File: src/rtl/amo_pkg.sv
package amo_pkg;
  localparam int unsigned WORD_W = 32;

  typedef enum logic [4:0] {
    OP_ADD  = 5'b00000,
    OP_SWAP = 5'b00001,
    OP_LDR  = 5'b00010,
    OP_STC  = 5'b00011,
    OP_XOR  = 5'b00100,
    OP_OR   = 5'b01000,
    OP_AND  = 5'b01100,
    OP_MIN  = 5'b10000,
    OP_MAX  = 5'b10100,
    OP_MINU = 5'b11000,
    OP_MAXU = 5'b11100
  } amo_op_e;

  typedef enum logic [1:0] {
    ST_IDLE  = 2'd0,
    ST_READ  = 2'd1,
    ST_WRITE = 2'd2,
    ST_DONE  = 2'd3
  } amo_st_e;

  function automatic logic op_known(input logic [4:0] code);
    case (code)
      OP_ADD, OP_SWAP, OP_LDR, OP_STC, OP_XOR, OP_OR, OP_AND,
      OP_MIN, OP_MAX, OP_MINU, OP_MAXU: op_known = 1'b1;
      default:                          op_known = 1'b0;
    endcase
  endfunction
endpackage

File: src/rtl/amo_alu.sv
module amo_alu
  import amo_pkg::*;
(
  input  amo_op_e            op_i,
  input  logic [WORD_W-1:0]  old_i,
  input  logic [WORD_W-1:0]  src_i,
  output logic [WORD_W-1:0]  res_o
);
  logic lt_signed;
  logic lt_unsigned;

  always_comb begin
    lt_signed   = $signed(old_i) < $signed(src_i);
    lt_unsigned = old_i < src_i;
    case (op_i)
      OP_ADD:  res_o = old_i + src_i;
      OP_XOR:  res_o = old_i ^ src_i;
      OP_OR:   res_o = old_i | src_i;
      OP_AND:  res_o = old_i & src_i;
      OP_MIN:  res_o = lt_signed   ? old_i : src_i;
      OP_MAX:  res_o = lt_signed   ? src_i : old_i;
      OP_MINU: res_o = lt_unsigned ? old_i : src_i;
      OP_MAXU: res_o = lt_unsigned ? src_i : old_i;
      default: res_o = src_i;
    endcase
  end
endmodule

File: src/rtl/amo_resv.sv
module amo_resv #(
  parameter int unsigned AW = 16
) (
  input  logic          clk,
  input  logic          rst_n,
  input  logic          set_i,
  input  logic          clr_i,
  input  logic [AW-1:0] addr_i,
  output logic          hit_o
);
  logic          valid_q, valid_d;
  logic [AW-1:0] addr_q;
  logic          addr_en;

  always_comb begin
    valid_d = valid_q;
    if (set_i) valid_d = 1'b1;
    if (clr_i) valid_d = 1'b0;
    addr_en = set_i;
  end

  always_ff @(posedge clk or negedge rst_n) begin
    if (!rst_n) valid_q <= 1'b0;
    else        valid_q <= valid_d;
  end

  always_ff @(posedge clk) begin
    if (addr_en) addr_q <= addr_i;
  end

  assign hit_o = valid_q && (addr_q == addr_i);

  a_r4_clear_drops_resv: assert property (@(posedge clk) disable iff (!rst_n)
    clr_i |=> !hit_o);
  a_r2_set_holds_resv: assert property (@(posedge clk) disable iff (!rst_n)
    (set_i && !clr_i) |=> valid_q);
endmodule

File: src/rtl/amo_seq.sv
module amo_seq
  import amo_pkg::*;
#(
  parameter int unsigned XLEN = 32,
  parameter int unsigned AW   = 16
) (
  input  logic              clk,
  input  logic              rst_n,
  input  logic              start_i,
  input  logic [4:0]        funct5_i,
  input  logic [AW-1:0]     addr_i,
  input  logic [XLEN-1:0]   src_i,
  input  logic [4:0]        rd_i,
  output logic              busy_o,
  output logic              done_o,
  output logic              fault_o,
  output logic              rd_we_o,
  output logic [4:0]        rd_idx_o,
  output logic [XLEN-1:0]   rd_data_o,
  output logic              mem_req_o,
  output logic              mem_we_o,
  output logic [AW-1:0]     mem_addr_o,
  output logic [WORD_W-1:0] mem_wdata_o,
  input  logic [WORD_W-1:0] mem_rdata_i,
  output amo_op_e           alu_op_o,
  output logic [WORD_W-1:0] alu_src_o,
  input  logic [WORD_W-1:0] alu_res_i,
  output logic              rsv_set_o,
  output logic              rsv_clr_o,
  output logic [AW-1:0]     rsv_addr_o,
  input  logic              rsv_hit_i
);
  localparam int unsigned ALIGN_W = 2;

  amo_st_e           st_q, st_d;
  amo_op_e           op_q;
  logic [AW-1:0]     addr_q;
  logic [WORD_W-1:0] src_q;
  logic [4:0]        rd_q;
  logic              fault_q, fault_d;
  logic [XLEN-1:0]   res_q, res_d;
  logic              cap_en, res_en;
  logic              bad_req;

  function automatic logic [XLEN-1:0] sext_word(input logic [WORD_W-1:0] w);
    logic [XLEN-1:0] r;
    r = {XLEN{w[WORD_W-1]}};
    r[WORD_W-1:0] = w;
    return r;
  endfunction

  always_comb begin
    bad_req = !op_known(funct5_i) || (addr_i[ALIGN_W-1:0] != '0);
    cap_en  = (st_q == ST_IDLE) && start_i;
    res_en  = (st_q == ST_WRITE);
    fault_d = bad_req;
    st_d    = st_q;
    case (st_q)
      ST_IDLE:
        if (start_i) begin
          if (bad_req)                           st_d = ST_DONE;
          else if (amo_op_e'(funct5_i) == OP_STC) st_d = ST_WRITE;
          else                                   st_d = ST_READ;
        end
      ST_READ:  st_d = ST_WRITE;
      ST_WRITE: st_d = ST_DONE;
      default:  st_d = ST_IDLE;
    endcase
  end

  always_comb begin
    mem_req_o   = 1'b0;
    mem_we_o    = 1'b0;
    mem_wdata_o = alu_res_i;
    if (st_q == ST_READ) begin
      mem_req_o = 1'b1;
    end else if (st_q == ST_WRITE) begin
      if (op_q == OP_STC) begin
        mem_req_o   = rsv_hit_i;
        mem_we_o    = rsv_hit_i;
        mem_wdata_o = src_q;
      end else if (op_q != OP_LDR) begin
        mem_req_o = 1'b1;
        mem_we_o  = 1'b1;
      end
    end
  end

  always_comb begin
    if (op_q == OP_STC) begin
      res_d    = '0;
      res_d[0] = !rsv_hit_i;
    end else begin
      res_d = sext_word(mem_rdata_i);
    end
  end

  always_ff @(posedge clk or negedge rst_n) begin
    if (!rst_n) st_q <= ST_IDLE;
    else        st_q <= st_d;
  end

  always_ff @(posedge clk) begin
    if (cap_en) begin
      op_q    <= amo_op_e'(funct5_i);
      addr_q  <= addr_i;
      src_q   <= src_i[WORD_W-1:0];
      rd_q    <= rd_i;
      fault_q <= fault_d;
    end
    if (res_en) res_q <= res_d;
  end

  assign busy_o     = (st_q != ST_IDLE);
  assign done_o     = (st_q == ST_DONE);
  assign fault_o    = done_o && fault_q;
  assign rd_we_o    = done_o && !fault_q && (rd_q != '0);
  assign rd_idx_o   = rd_q;
  assign rd_data_o  = res_q;
  assign mem_addr_o = addr_q;
  assign alu_op_o   = op_q;
  assign alu_src_o  = src_q;
  assign rsv_addr_o = addr_q;
  assign rsv_set_o  = (st_q == ST_WRITE) && (op_q == OP_LDR);
  assign rsv_clr_o  = (st_q == ST_WRITE) && (op_q == OP_STC);

  a_r9_write_needs_req: assert property (@(posedge clk) disable iff (!rst_n)
    mem_we_o |-> mem_req_o);
  a_r9_done_single: assert property (@(posedge clk) disable iff (!rst_n)
    done_o |=> !done_o);
  a_r9_write_follows_read: assert property (@(posedge clk) disable iff (!rst_n)
    (mem_we_o && op_q != OP_STC) |-> $past(mem_req_o && !mem_we_o));
  a_r8_no_rd_zero_write: assert property (@(posedge clk) disable iff (!rst_n)
    rd_we_o |-> (rd_idx_o != 5'd0));
  a_r10_fault_no_rd: assert property (@(posedge clk) disable iff (!rst_n)
    fault_o |-> !rd_we_o);
  a_r10_fault_no_access: assert property (@(posedge clk) disable iff (!rst_n)
    (st_q == ST_IDLE && start_i && bad_req) |=> (!mem_req_o && done_o));
endmodule

File: src/rtl/amo_unit.sv
module amo_unit
  import amo_pkg::*;
#(
  parameter int unsigned XLEN = 32,
  parameter int unsigned AW   = 16
) (
  input  logic              clk,
  input  logic              rst_n,
  input  logic              start_i,
  input  logic [4:0]        funct5_i,
  input  logic [AW-1:0]     addr_i,
  input  logic [XLEN-1:0]   src_i,
  input  logic [4:0]        rd_i,
  output logic              busy_o,
  output logic              done_o,
  output logic              fault_o,
  output logic              rd_we_o,
  output logic [4:0]        rd_idx_o,
  output logic [XLEN-1:0]   rd_data_o,
  output logic              mem_req_o,
  output logic              mem_we_o,
  output logic [AW-1:0]     mem_addr_o,
  output logic [31:0]       mem_wdata_o,
  input  logic [31:0]       mem_rdata_i
);
  amo_op_e           alu_op;
  logic [WORD_W-1:0] alu_src, alu_res;
  logic              rsv_set, rsv_clr, rsv_hit;
  logic [AW-1:0]     rsv_addr;

  amo_seq #(.XLEN(XLEN), .AW(AW)) u_seq (
    .clk(clk), .rst_n(rst_n), .start_i(start_i), .funct5_i(funct5_i),
    .addr_i(addr_i), .src_i(src_i), .rd_i(rd_i),
    .busy_o(busy_o), .done_o(done_o), .fault_o(fault_o),
    .rd_we_o(rd_we_o), .rd_idx_o(rd_idx_o), .rd_data_o(rd_data_o),
    .mem_req_o(mem_req_o), .mem_we_o(mem_we_o), .mem_addr_o(mem_addr_o),
    .mem_wdata_o(mem_wdata_o), .mem_rdata_i(mem_rdata_i),
    .alu_op_o(alu_op), .alu_src_o(alu_src), .alu_res_i(alu_res),
    .rsv_set_o(rsv_set), .rsv_clr_o(rsv_clr), .rsv_addr_o(rsv_addr),
    .rsv_hit_i(rsv_hit)
  );

  amo_alu u_alu (
    .op_i(alu_op), .old_i(mem_rdata_i), .src_i(alu_src), .res_o(alu_res)
  );

  amo_resv #(.AW(AW)) u_resv (
    .clk(clk), .rst_n(rst_n), .set_i(rsv_set), .clr_i(rsv_clr),
    .addr_i(rsv_addr), .hit_o(rsv_hit)
  );

  a_r2_no_write_on_lr: assert property (@(posedge clk) disable iff (!rst_n)
    (rsv_set && mem_req_o) |-> !mem_we_o);
endmodule

File: config.mk
export PLATFORM = sky130hd
export DESIGN_NAME = amo_unit
export DESIGN_NICKNAME = d
export VERILOG_FILES = /design/src/rtl/amo_pkg.sv /design/src/rtl/amo_alu.sv /design/src/rtl/amo_resv.sv /design/src/rtl/amo_seq.sv /design/src/rtl/amo_unit.sv
export SDC_FILE = /design/constraint.sdc
export NUM_CORES = 1
export LEC_CHECK = 0
export BUFFER_PORTS_ARGS = -buffer_cell sky130_fd_sc_hd__buf_2
export CORE_ASPECT_RATIO = 1.2
export CORE_MARGIN = 2
export CORE_UTILIZATION = 61
export CTS_BUF_LIST = sky130_fd_sc_hd__clkbuf_16
export CTS_CLUSTER_SIZE = 12
export DETAILED_ROUTE_END_ITERATION = 8
export PLACE_DENSITY = 0.86
export SYNTH_ARGS = -nofsm -noshare
export SYNTH_HDL_FRONTEND = slang
export SYNTH_SLANG_ARGS = --single-unit
File: constraint.sdc
create_clock -name clk -period 10.8 [get_ports clk]
set_input_delay 2.7 -clock clk [delete_from_list [all_inputs] [get_ports clk]]
set_output_delay 2.7 -clock clk [all_outputs]
set_load 0.02 [all_outputs]
# == Yosys cells after proc, flatten, opt, wreduce, memory -nomap -nowiden ==
# Memories as Yosys holds them, arrays and structs flattened.
# Cells that the tools add are included.
# op_classes
magnitude_cmp,2
bitwise,3
reduce_logical,17
addsub,1
n_eq_ne,16
mux,20
# ops
op,n
$pmux W32 S8,1
$mux W32,7
$lt A32 B32 Y1,2
$add A32 B32 Y32,1
$and A32 B32 Y32,1
$or A32 B32 Y32,1
$xor A32 B32 Y32,1
$eq A5 B5 Y1 const B,4
$eq A16 B16 Y1,1
$eq A5 B2 Y1 const B,3
$eq A5 B4 Y1 const B,2
$mux W1,8
$logic_and A1 B1 Y1,7
$mux W2,3
$pmux W2 S3,1
$reduce_bool A2 Y1,3
$eq A5 B3 Y1 const B,1
$logic_not A5 Y1,1
$ne A5 B2 Y1 const B,1
$reduce_bool A5 Y1,1
$eq A2 B2 Y1 const B,2
$logic_not A1 Y1,3
$eq A2 B1 Y1 const B,1
$logic_not A2 Y1,1
2 further kinds,2
# totals
mem_count,1
reg_bits,110
input_bits,93
out_inout_bits,91
elab_cells,70
romBits,32
# memory_table
memory,depth,width,read_ports,rd_ports_with_merged_regs,wr,line,rtl
(name not given),32,1,1,0,0,amo_pkg.sv:26,case (code)

# == Depth between registers and ports, before layout ==
# Gate-level depths: netlist (run 1).
# logic_depth
ltp_word,6
ltp_mapped,13
mapped_depth_nobuf,11

# == Hierarchy ==
# Synthesis (run 1) repeated with hierarchy kept, for this count alone.
# unflattened
cells_unflattened,945
hier_area_um2,9340.2
# modules_own_cells
module,cells_each,instances,area_per_inst_um2,seq_area_each_um2
amo_alu,687,1,4725.8,0.0
amo_seq,217,1,3920.0,2782.7
amo_resv,41,1,694.4,505.5

# == Worst setup path before layout (run 1) ==
# OpenSTA, ideal clock, no wires.
# synth_path
path_type,input-to-output
startpoint,in mem_rdata_i[0]
endpoint,out mem_wdata_o[30]
setup_slack_ns,2.360
path_buffers,0
arrival_time_ns,5.740
required_ns,8.100
path_stages,11
cell_sequence,ha_1 -> fa_1 -> a21o_1 -> a221o_1 -> a311o_1 -> a31o_1 -> a211o_1 -> a2111o_1 -> a21oi_1 -> o21ai_1 -> a21oi_1
# synth_between
elab_chain_len,6
elab_cells_between_ends,11
cone_classes,1 x add/sub; 2 x order compare; 8 x mux
# synth_rtl
item,line,rtl
"start, declared",amo_unit.sv:24,input logic [31:0] mem_rdata_i
$lt A32 B32 Y1 (on tied branches),"amo_alu.sv:14, amo_alu.sv:13",
$mux W32 (on tied branches),--,
$pmux W32 S8 *,amo_alu.sv:15,case (op_i)
$mux W32,amo_seq.sv:78,if (op_q == OP_STC) begin
$mux W32,amo_seq.sv:77,end else if (st_q == ST_WRITE) begin
$mux W32 *,amo_seq.sv:75,if (st_q == ST_READ) begin
"end, declared",amo_unit.sv:23,"output logic [31:0] mem_wdata_o,"
# Every way passes the cells marked *; elsewhere a longest branch is shown, timed or not.

# == Worst setup path in the final report (run 1) ==
# layout_path
startpoint,in mem_rdata_i[10]
endpoint,out mem_wdata_o[29]
# The elaborated chain is that of the path after synthesis.

==> out/metrics.yaml, run 1 <==
type_of_the_worst_min_delay_path: "flop to flop"
finalNonFillerCells: 1250
cp_max_fo: 24
route.detailed.drc: 4
drt-pass1-iter-count: 7
design.portCount: 184
power_density_nw_per_um2: 188
number_of_nets_in_the_final_layout: 1269
leakage_uw: 0.00440
r2r_cells: 5
die_width_um: 113
placedCellCount: 1234
core_area_um2: 13900
critical_path_buf_inv_count: 4
route.detailed.wl_per_inst_um: 20.4
max-cap-violations: 0
globalRouteTotalUtil: 0.324
worst_hold_path.endpoint: "u_resv.valid_q"
timing.hold.worst.start: "u_resv.valid_q"
initial_antenna_violation_count: 1
critPathArrivalTime_ns: 6.58
grt_pass1_wl_um: 39000
number_of_cts_inserted_buffers: 9
pin_count_of_the_biggest_net_entering_global_routing: 38
synthesis.area_per_instance_um2: 9.43
irDropWorstVdd_mv: 0.210
syn_inst: 925
final.setup_skew_ns: 0.0114
max-slew-margin-rel: 0.292
async_sr_flop_fraction: 0.0273
cts_root_buffer: "clkbuf_16"
ctsResizeCount: 0
synthesis.yosys.warnings: 0
critical_path.max_stage_delay_ns: 0.69
vias: 8003
floorplan.initialDensity: 0.629
via_count_of_the_first_global_routing_pass: 7929
finalCritPeriodShare: 0.859
synth_edf_count: 107
crit_reg_reg_startpoint: "u_seq.alu_op_o[4]"
worst-slew-pin-transition_ns: 1.06
worst_setup_margin_ns: 1.52
report.final.setup_viol: 0
hpwlAfterDp_um: 18100
critPathKind: "input port to primary output"
yosys.cell_types.count: 79
layout-drive-gt1-share: 0.224
failed_checks: "DRC"
gp_routability_congestion: 0.989
cp_data_required_time_ns: 8.10
final_hold_violations: 0
critical_path.reg2reg.endpoint: "u_resv.addr_q[10]"
clock_sink_count: 110
critical_path.endpoint_type: "primary output"
crit_chain: "buf_2 -> inv_1 -> ha_1 -> inv_1 -> a221oi_2 -> o221a_2 -> o211ai_2 -> a211oi_4 -> xnor3_2 -> nor2_4 -> a211oi_1 -> o32ai_2 -> buf_2"
cts_tree: "built"
leading_area_contributor_after_synthesis: "edfxtp_1"
post-cts-setup-buffers: 0
synth.top_cell.area_share: 0.368
drt_iter0_drc: 688
clk_transition_reported_paths_ns: 0.08
dp_slack_ns: 1.58
antenna_cells: 0
globalRouteOverflowTotal: 0
setup-tns-final_ns: 0
finalMaxSlewViolations: 0
worst_setup_path_start_kind: "input port"
fill_cells: 1075
worst_hold_path.num_cells: 1
die_y_um: 135
routed_wirelength_um: 25500
vias_per_cell: 6.40
mostFrequentLayoutCells: "183 x buf_2, 112 x a21oi_1, 107 x edfxtp_1"
maxClockFrequency_mhz: 108
die_footprint_um2: 15300
htreeDepth: 3
area_growth_pct: 14.7
portBuffers: 183
dpl_cell_area_um2: 9690
run_status: "finished with violations"
design_area_um2: 10000
flop_to_flop_setup_slack_ns: 8.07
fp-row-count: 47
synth.yosys.seq_area_share: 0.377
grt_setup_unrepaired: "no"
postLayoutCoreUtil: 0.721
syn_nets: 1120
yosys_register_bits: 110
cpLargestDelayFamily: "compound AO/OA/AOI/OAI gates"
layout_commonest_cell: "buf_2"
crit_path_top_delay_cell: "nor2_4"
clock_tree.buffer_depth: 2
cts_hold_buffers: 0
syn_area_um2: 8720
yosys_most_used_dff: "edfxtp_1"
detail_route_antenna_nets: 0
synth_top_cells_by_area: "edfxtp_1 37%, ha_1 14%, a21oi_1 6.4%, inv_1 3.7%, o21ai_0 3.4%"
timing.final.crit_period_ns: 9.28
insertion_delay_of_the_later_clocked_pin_in_the_worst_skew_pair_ns: 0.36
-- stage by stage --
stage	hold slack, ns	power, uW
3_5_place_dp	0.475	1520
6_report	0.486	1880
5_1_grt	0.502	1970
3_3_place_gp	0.469	1510
2_1_floorplan	0.450	1250
4_1_cts	0.495	1870
-- cells by family (layout without fill, tap and decap cells) --
| family | count (synthesis) | in the layout | share of synthesized area |
|---|---|---|---|
| compound gates | 314 | 314 | 0.239 |
| flops | 110 | 110 | 0.377 |
| mux | 9 | 9 | 0.0108 |
| fa+ha+maj | 102 | 102 | 0.147 |
| xor+xnor | 41 | 41 | 0.0462 |
| simple gates | 207 | 207 | 0.112 |
| buf+inv | 142 | 296 | 0.0673 |
-- final cells by class --
type,instances,area (um2),area share
timing repair buffer,193,991,0.0990
clock inverter,7,93.8,0.00938
clock buffer,9,225,0.0225
inverter,87,327,0.0326
tap,171,214,0.0214
sequential,110,3290,0.329
multi-input combinational,673,4870,0.486
-- worst reg2reg max path, cell delays in order, from the launching register on --
cell,delay (ns)
edfxtp_1,0.64
nor4b_2,0.43
buf_4,0.46
nand2_1,0.15
nor2_1,0.45
buf_4,0.30
-- cell usage after synthesis (8+ instances only) --
cell type  count
a21oi_1      112
edfxtp_1     107
ha_1         101
inv_1         86
nor2_1        63
o21ai_0       60
nand2_1       55
clkbuf_1      40
xnor2_1       30
nand3_1       20
a21o_1        16
nor3_1        15
a211oi_1      14
o211ai_1      11
a221o_1       10
a31oi_1        9
and3_1         9
xor2_1         8
-- report_power, final --
| part | internal (uW) | switching (uW) | total (uW) |
|---|---|---|---|
| sequential | 586 | 54.4 | 641 |
| clock | 169 | 180 | 349 |
| combinational | 302 | 590 | 892 |
| total | 1060 | 824 | 1880 |
-- worst max-delay path by stage --
stage / start / to / slack, ns / depth (start not counted)
after detailed placement: mem_rdata_i[10] / mem_wdata_o[29] / 1.58 / 13
after CTS: mem_rdata_i[30] / mem_wdata_o[29] / 1.58 / 12
after global placement: mem_rdata_i[10] / mem_wdata_o[19] / 1.72 / 13
after floorplan: mem_rdata_i[0] / mem_wdata_o[30] / 2.36 / 11
after global routing: mem_rdata_i[30] / mem_wdata_o[29] / 1.31 / 12
final: mem_rdata_i[10] / mem_wdata_o[29] / 1.52 / 13
-- flip-flops by register name, summed over array words and instances, names as in the netlist --
name,flops
u_resv.addr_q,16
u_seq.rd_data_o,32
u_seq.alu_src_o,32
u_seq.alu_op_o,5
u_seq.fault_q,1
u_resv.valid_q,1
u_seq.rd_idx_o,5
u_seq.mem_addr_o,16
u_seq.st_q,2
-- routing by layer --
| layer | GRT usage | vias to the layer above | share of wire |
|---|---|---|---|
| met2 | 0.559 | 427 | 0.50 |
| li1 | - | 3683 | - |
| met3 | 0.0583 | 98 | 0.079 |
| met5 | 0 | - | 0 |
| met1 | 0.390 | 3795 | 0.38 |
| met4 | 0.162 | 0 | 0.043 |
(Power assumes the default switching activity.)
==> run 2, diff against run 1 <==
REMOVE_ABC_BUFFERS = 1   (was unset)
SETUP_SLACK_MARGIN = 0.15   (was unset)
==> run 2 against run 1 <==
- the flow still finishes with violations (DRC)
- via count fell by 1.4%
- utilization rose by 0.099 points
- sequential share of layout area barely moved
- clock skew rose by 0.0039 ns
- fmax barely moved
- final area rose by 0.14%
- die area did not move
- combinational power fell by 2%
- total power barely moved
- flip-flop and latch count did not move
- largest cell class unchanged
- largest power group unchanged
==> out/metrics.yaml, run 2 (synthesis results as in run 1) <==
mostFrequentLayoutCells: "183 x buf_2, 112 x a21oi_1, 107 x edfxtp_1"
finalNonFillerCells: 1251  # +0.080%
number_of_cts_inserted_buffers: 9  # unchanged
initial_antenna_violation_count: 0  # -1
core_area_um2: 13900  # unchanged
antenna_cells: 0  # unchanged
holdWs_ns: 0.505  # +0.0187 ns
final_hold_violations: 0  # unchanged
worst_setup_path_start_kind: "input port"
clock_tree.buffer_depth: 2  # unchanged
layout_commonest_cell: "buf_2"
finalMaxSlewViolations: 0  # unchanged
pin_count_of_the_biggest_net_entering_global_routing: 37  # -2.6%
critPathArrivalTime_ns: 6.58  # about the same
detail_route_antenna_nets: 0  # unchanged
design.portCount: 184  # unchanged
irDropWorstVdd_mv: 0.209  # -0.33%
cp_data_required_time_ns: 8.10  # about the same
insertion_delay_of_the_later_clocked_pin_in_the_worst_skew_pair_ns: 0.37  # about the same
use_met3: 0.0691  # +0.0108
grt_setup_unrepaired: "no"
routed_wirelength_um: 24000  # -5.7%
portBuffers: 183  # unchanged
clk_transition_reported_paths_ns: 0.08  # about the same
layout-drive-gt1-share: 0.224  # about the same
gp_routability_congestion: 0.955  # -3.4%
final.setup_skew_ns: 0.0154  # +0.00391 ns
drt-pass1-iter-count: 8  # +1
max-slew-margin-rel: 0.401  # +0.109
route.detailed.wl_per_inst_um: 19.2  # -5.7%
power_density_nw_per_um2: 188  # -0.16%
route.detailed.drc: 10  # +6
fill_cells: 1049  # -2.4%
area_growth_pct: 14.8
type_of_the_worst_min_delay_path: "flop to flop"
cts_hold_buffers: 0  # unchanged
maxClockFrequency_mhz: 108  # about the same
setup-tns-final_ns: 0  # unchanged
die_width_um: 113  # unchanged
leakage_uw: 0.00442  # +0.29%
grt_util_met1: 0.371  # -0.0195
worst-slew-pin-transition_ns: 0.897  # -0.159 ns
grt_util_met2: 0.552  # -0.00665
gr-max-usage-layer: "met2"
run_status: "finished with violations"
htreeDepth: 3  # unchanged
globalRouteOverflowTotal: 0  # unchanged
globalRouteTotalUtil: 0.313  # -0.0110
failed_checks: "DRC"
cts_root_buffer: "clkbuf_16"
finalCritPeriodShare: 0.860  # about the same
fp-row-count: 47  # unchanged
vias_per_cell: 6.30  # -1.5%
clock_sink_count: 110  # unchanged
floorplan.initialDensity: 0.629  # unchanged
post-cts-setup-buffers: 0  # unchanged
die_y_um: 135  # unchanged
cts_tree: "built"
drt_iter0_drc: 948  # +38%
critPathKind: "input port to primary output"
placedCellCount: 1235  # +0.081%
via_count_of_the_first_global_routing_pass: 7858  # -0.90%
critical_path.endpoint_type: "primary output"
grt_pass1_wl_um: 38000  # -2.6%
flop_to_flop_setup_slack_ns: 8.47  # +0.40 ns
timing.final.crit_period_ns: 9.28  # +0.00703 ns
vias: 7887  # -1.4%
ctsResizeCount: 0  # unchanged
max-cap-violations: 0  # unchanged
hpwlAfterDp_um: 17000  # -6.0%
number_of_nets_in_the_final_layout: 1270  # +0.079%
report.final.setup_viol: 0  # unchanged
cp_max_fo: 27  # +13%
die_footprint_um2: 15300  # unchanged
## run 2: cell types whose count changed in the layout (fill, tap and decap cells not counted), sizes merged
cell and change:
bufinv +1, clkinv -1, buf +1
## run 2: final cells by class
class	instances	area (um2)	area share
clock inverter	7	105	0.0105
inverter	87	327	0.0326
multi-input combinational	673	4860	0.485
tap	171	214	0.0214
timing repair buffer	194	998	0.0997
clock buffer	9	225	0.0225
sequential	110	3290	0.328
## run 2: path summary, 6_finish.rpt
path / end / startpoint / cells after the start
hold / removal: u_resv.addr_q[7] / u_seq.mem_addr_o[7] / 0
setup / recovery: mem_wdata_o[20] / mem_rdata_i[29] / 12
hold reg to reg: u_resv.addr_q[7] / u_seq.mem_addr_o[7] / 0
min in group asynchronous: u_seq.st_q[1] / rst_n / 1
setup reg to reg: u_seq.alu_src_o[15] / u_seq.st_q[1] / 4
max in group asynchronous: u_resv.valid_q / rst_n / 1
## run 2: through the flow
stage               total power (uW)   util  setup WS [ns]  instance area [um2]
finish                          1880  0.722           1.52                10000
global route                    1980  0.722           1.28                10000
CTS                             1880  0.722           1.61                10000
detailed placement              1510  0.698           1.64                 9690
global placement                1490  0.698           1.74                 9690
floorplan                       1240      -           2.32                 8460
## run 2: worst max-delay path: stages
cell	delay, ns
buf_2	0.14
inv_1	0.07
ha_1	0.40
nor4_1	0.56
nand3_1	0.23
a211oi_1	0.42
a211oi_4	0.20
xnor3_2	0.52
nor2_4	0.72
a221o_1	0.27
a2bb2oi_1	0.15
buf_2	0.18
## run 2: metal layers
layer,wire (um),part of all wire,vias up
met1,9430,0.39,3715
met2,12000,0.50,419
met3,1970,0.082,64
li1,-,-,3689
met4,648,0.027,0
met5,0,0,-
## run 2: where the power goes
group          switching [uW]  total, uW  internal, uW
combinational             576        877           301
sequential               51.9        638           586
clock                     176        367           191
total                     804       1880          1080
==> run 3, diff against run 2 <==
PLACE_DENSITY = 0.85   (was 0.86)
SYNTH_HIERARCHICAL = 1   (was unset)
==> run 3 against run 2 <==
- utilization down 2.0 points
- the run now ends clean
- clock skew decreased by 0.0072 ns
- area after synthesis increased by 7.1%
- combinational power grew 2.7%
==> out/metrics.yaml, run 3 <==
endpoint: "mem_wdata_o[13]"
run_status: "finished clean"
critical_path.max_stage_delay_ns: 0.77  # +0.05 ns
power_density_nw_per_um2: 179  # -4.6%
vias_per_cell: 6.01  # -4.6%
cts_hold_buffers: 0  # unchanged
dp_slack_ns: 1.71  # +0.0698 ns
crit_chain: "buf_2 -> inv_1 -> ha_1 -> nor2_1 -> a221oi_1 -> o21bai_1 -> nor4_1 -> o31a_2 -> xnor3_2 -> nor2_2 -> a221oi_1 -> a32oi_1 -> mux2_4 -> buf_2"
via_count_of_the_first_global_routing_pass: 7574  # -3.6%
final_hold_violations: 0  # unchanged
fp-row-count: 49  # +4.3%
drt_iter0_drc: 745  # -21%
leakage_uw: 0.00473  # +7.0%
p_sw_uw: 775  # -3.6%
number_of_nets_in_the_final_layout: 1275  # +0.39%
core_area_um2: 15000  # +7.8%
critPathKind: "input port to primary output"
multi_input_area_um2: 5380  # +11%
maxClockFrequency_mhz: 109  # +0.95%
number_of_cts_inserted_buffers: 9  # unchanged
cts_tree: "built"
cp_data_required_time_ns: 8.10  # about the same
pin_count_of_the_biggest_net_entering_global_routing: 60  # +62%
worst_setup_margin_ns: 1.60  # +0.0874 ns
cell_internal_power_dissipation_uw: 1110  # +2.7%
initial_antenna_violation_count: 0  # unchanged
flop_to_flop_setup_slack_ns: 7.70  # -0.77 ns
cp_max_fo: 12  # -56%
critical_path_buf_inv_count: 3  # unchanged
synthesis.yosys.warnings: 6  # +6
gp_routability_congestion: 0.970  # +1.6%
globalRouteOverflowTotal: 0  # unchanged
report.final.setup_viol: 0  # unchanged
crit_reg_reg_startpoint: "u_seq/st_q[0]"
die_width_um: 117  # +3.3%
globalRouteTotalUtil: 0.297  # -0.0164
async_sr_flop_fraction: 0.0273  # unchanged
post_synth_most_frequent_cells: "107 x edfxtp_1, 101 x ha_1, 84 x inv_1"
r2r_cells: 4  # unchanged
die_footprint_um2: 16300  # +6.8%
routed_wirelength_um: 23900  # -0.46%
synth_top_cells_by_area: "edfxtp_1 34%, ha_1 14%, mux2_4 4.8%, a21oi_1 3.9%, inv_1 3.4%"
p_clk_frac: 0.181  # -0.014
timing.final.crit_period_ns: 9.20  # -0.0874 ns
yosysMostFrequentCell: "edfxtp_1"
grt_setup_unrepaired: "no"
crit_path_top_delay_cell: "nor2_2"
detail_route_antenna_nets: 0  # unchanged
vias: 7750  # -1.7%
critPathArrivalTime_ns: 6.50  # -0.08 ns
synth.top_cell.area_share: 0.344  # -0.0243
floorplan.initialDensity: 0.624  # -0.00428
yosys_register_bits: 110  # unchanged
route.detailed.wl_per_inst_um: 18.6  # -3.4%
combPwrFrac: 0.479  # +0.013
finalMaxSlewViolations: 0  # unchanged
layout_commonest_cell: "buf_2"
final.setup_skew_ns: 0.00811  # -0.00724 ns
worst_hold_path.num_cells: 0  # unchanged
seq_area_um2: 3290  # unchanged
yosys.cell_types.count: 78  # -1.3%
mostFrequentLayoutCells: "183 x buf_2, 107 x edfxtp_1, 100 x ha_1"
layout-drive-gt1-share: 0.246  # +0.0220
cpLargestDelayFamily: "simple AND/OR/NAND/NOR gates"
ctsResizeCount: 0  # unchanged
antenna_cells: 0  # unchanged
timing.hold.worst.start: "u_seq/mem_addr_o[10]"
fill_cells: 1204  # +15%
cts_root_buffer: "clkbuf_16"
area_growth_pct: 12.5
portBuffers: 183  # unchanged
clk_transition_reported_paths_ns: 0.07  # about the same
clock_sink_count: 110  # unchanged
worst-slew-pin-transition_ns: 1.30  # +0.407 ns
leading_area_contributor_after_synthesis: "edfxtp_1"
syn_area_um2: 9340  # +7.1%
max-cap-violations: 0  # unchanged
insertion_delay_of_the_later_clocked_pin_in_the_worst_skew_pair_ns: 0.36  # about the same
yosys_most_used_dff: "edfxtp_1"
post-cts-setup-buffers: 0  # unchanged
setup-tns-final_ns: 0  # unchanged
critical_path.reg2reg.endpoint: "u_resv/addr_q[3]"
synth_edf_count: 107  # unchanged
design.portCount: 184  # unchanged
crit_path_start: "mem_rdata_i[14]"
die_y_um: 140  # +3.4%
route.detailed.drc: 0  # -10
syn_inst: 945  # +2.2%
worst_setup_path_start_kind: "input port"
synthesis.area_per_instance_um2: 9.88  # +4.8%
timing.critical_path.depth: 14  # +2
irDropWorstVdd_mv: 0.236  # +13%
htreeDepth: 3  # unchanged
power.share.sequential: 0.341  # +0.002
drt-pass1-iter-count: 5  # -3
type_of_the_worst_min_delay_path: "flop to flop"
hpwlAfterDp_um: 16900  # -0.91%
max-slew-margin-rel: 0.127  # -0.274
clock_tree.buffer_depth: 2  # unchanged
finalCritPeriodShare: 0.852  # -0.00809
critical_path.endpoint_type: "primary output"
power.share.switching: 0.412  # -0.0153
synth.yosys.seq_area_share: 0.352  # -0.0248
grt_pass1_wl_um: 38200  # +0.56%
postLayoutCoreUtil: 0.702  # -0.0197
## run 3: cell count changes in the layout (fill, tap and decap cells not counted), sizes merged, moves of 10 or more
cell | before | now
nand3 | 20 | 5
and2 | 6 | 38
a221o | 10 | 0
o221ai | 3 | 17
mux2 | 3 | 32
a21oi | 112 | 72
nor2 | 67 | 54
## run 3: power groups by stage
stage	clock network, uW	registers, uW	logic [uW]
after CTS	349	642	891
final	340	641	901
after floorplan	0	713	559
after global routing	359	654	977
after global placement	0	646	872
after detailed placement	0	650	886
## run 3: per-layer routing
| layer | GRT usage | share of wire | wire length (um) | vias up |
|---|---|---|---|---|
| met5 | 0 | 0 | 0 | - |
| met4 | 0.0991 | 0.029 | 686 | 0 |
| met3 | 0.0640 | 0.082 | 1960 | 62 |
| met2 | 0.492 | 0.49 | 11600 | 350 |
| met1 | 0.383 | 0.40 | 9660 | 3634 |
| li1 | - | - | - | 3704 |
## run 3: worst min path at each step
stage	endpoint	slack, ns
after floorplan	u_resv/valid_q	0.47
after global placement	u_resv/addr_q[8]	0.49
after detailed placement	u_resv/addr_q[10]	0.48
after CTS	u_resv/addr_q[10]	0.50
after global routing	u_resv/addr_q[4]	0.52
final	u_resv/addr_q[10]	0.50
## run 3: layout make-up
type | instances | share of cell area
clock buffers | 9 | 0.0214
clock inverters | 7 | 0.00727
inverters | 84 | 0.0300
multi-input cells | 685 | 0.512
flip-flops and latches | 110 | 0.313
well taps | 204 | 0.0243
repair buffers | 190 | 0.0922
## run 3: metrics by stage
step	instances	hold WS, ns	instance area (um2)	power (uW)
after floorplan	879	0.466	8970	1270
after global placement	1273	0.487	10200	1520
after detailed placement	1273	0.482	10200	1540
after CTS	1289	0.501	10500	1880
after global routing	1289	0.518	10500	1990
final	1289	0.501	10500	1880
## run 3: kinds of logic (layout without fill, tap and decap cells)
| group | Yosys count | after routing | share of synthesized area |
|---|---|---|---|
| xor gates and xnor gates | 45 | 45 | 0.0469 |
| DFF | 110 | 110 | 0.352 |
| AOI/OAI and AO/OA | 279 | 279 | 0.203 |
| buffers and inverters | 150 | 290 | 0.0733 |
| adders and majority gates | 102 | 102 | 0.137 |
| muxes | 41 | 41 | 0.0603 |
| and+or+nand+nor | 218 | 218 | 0.127 |
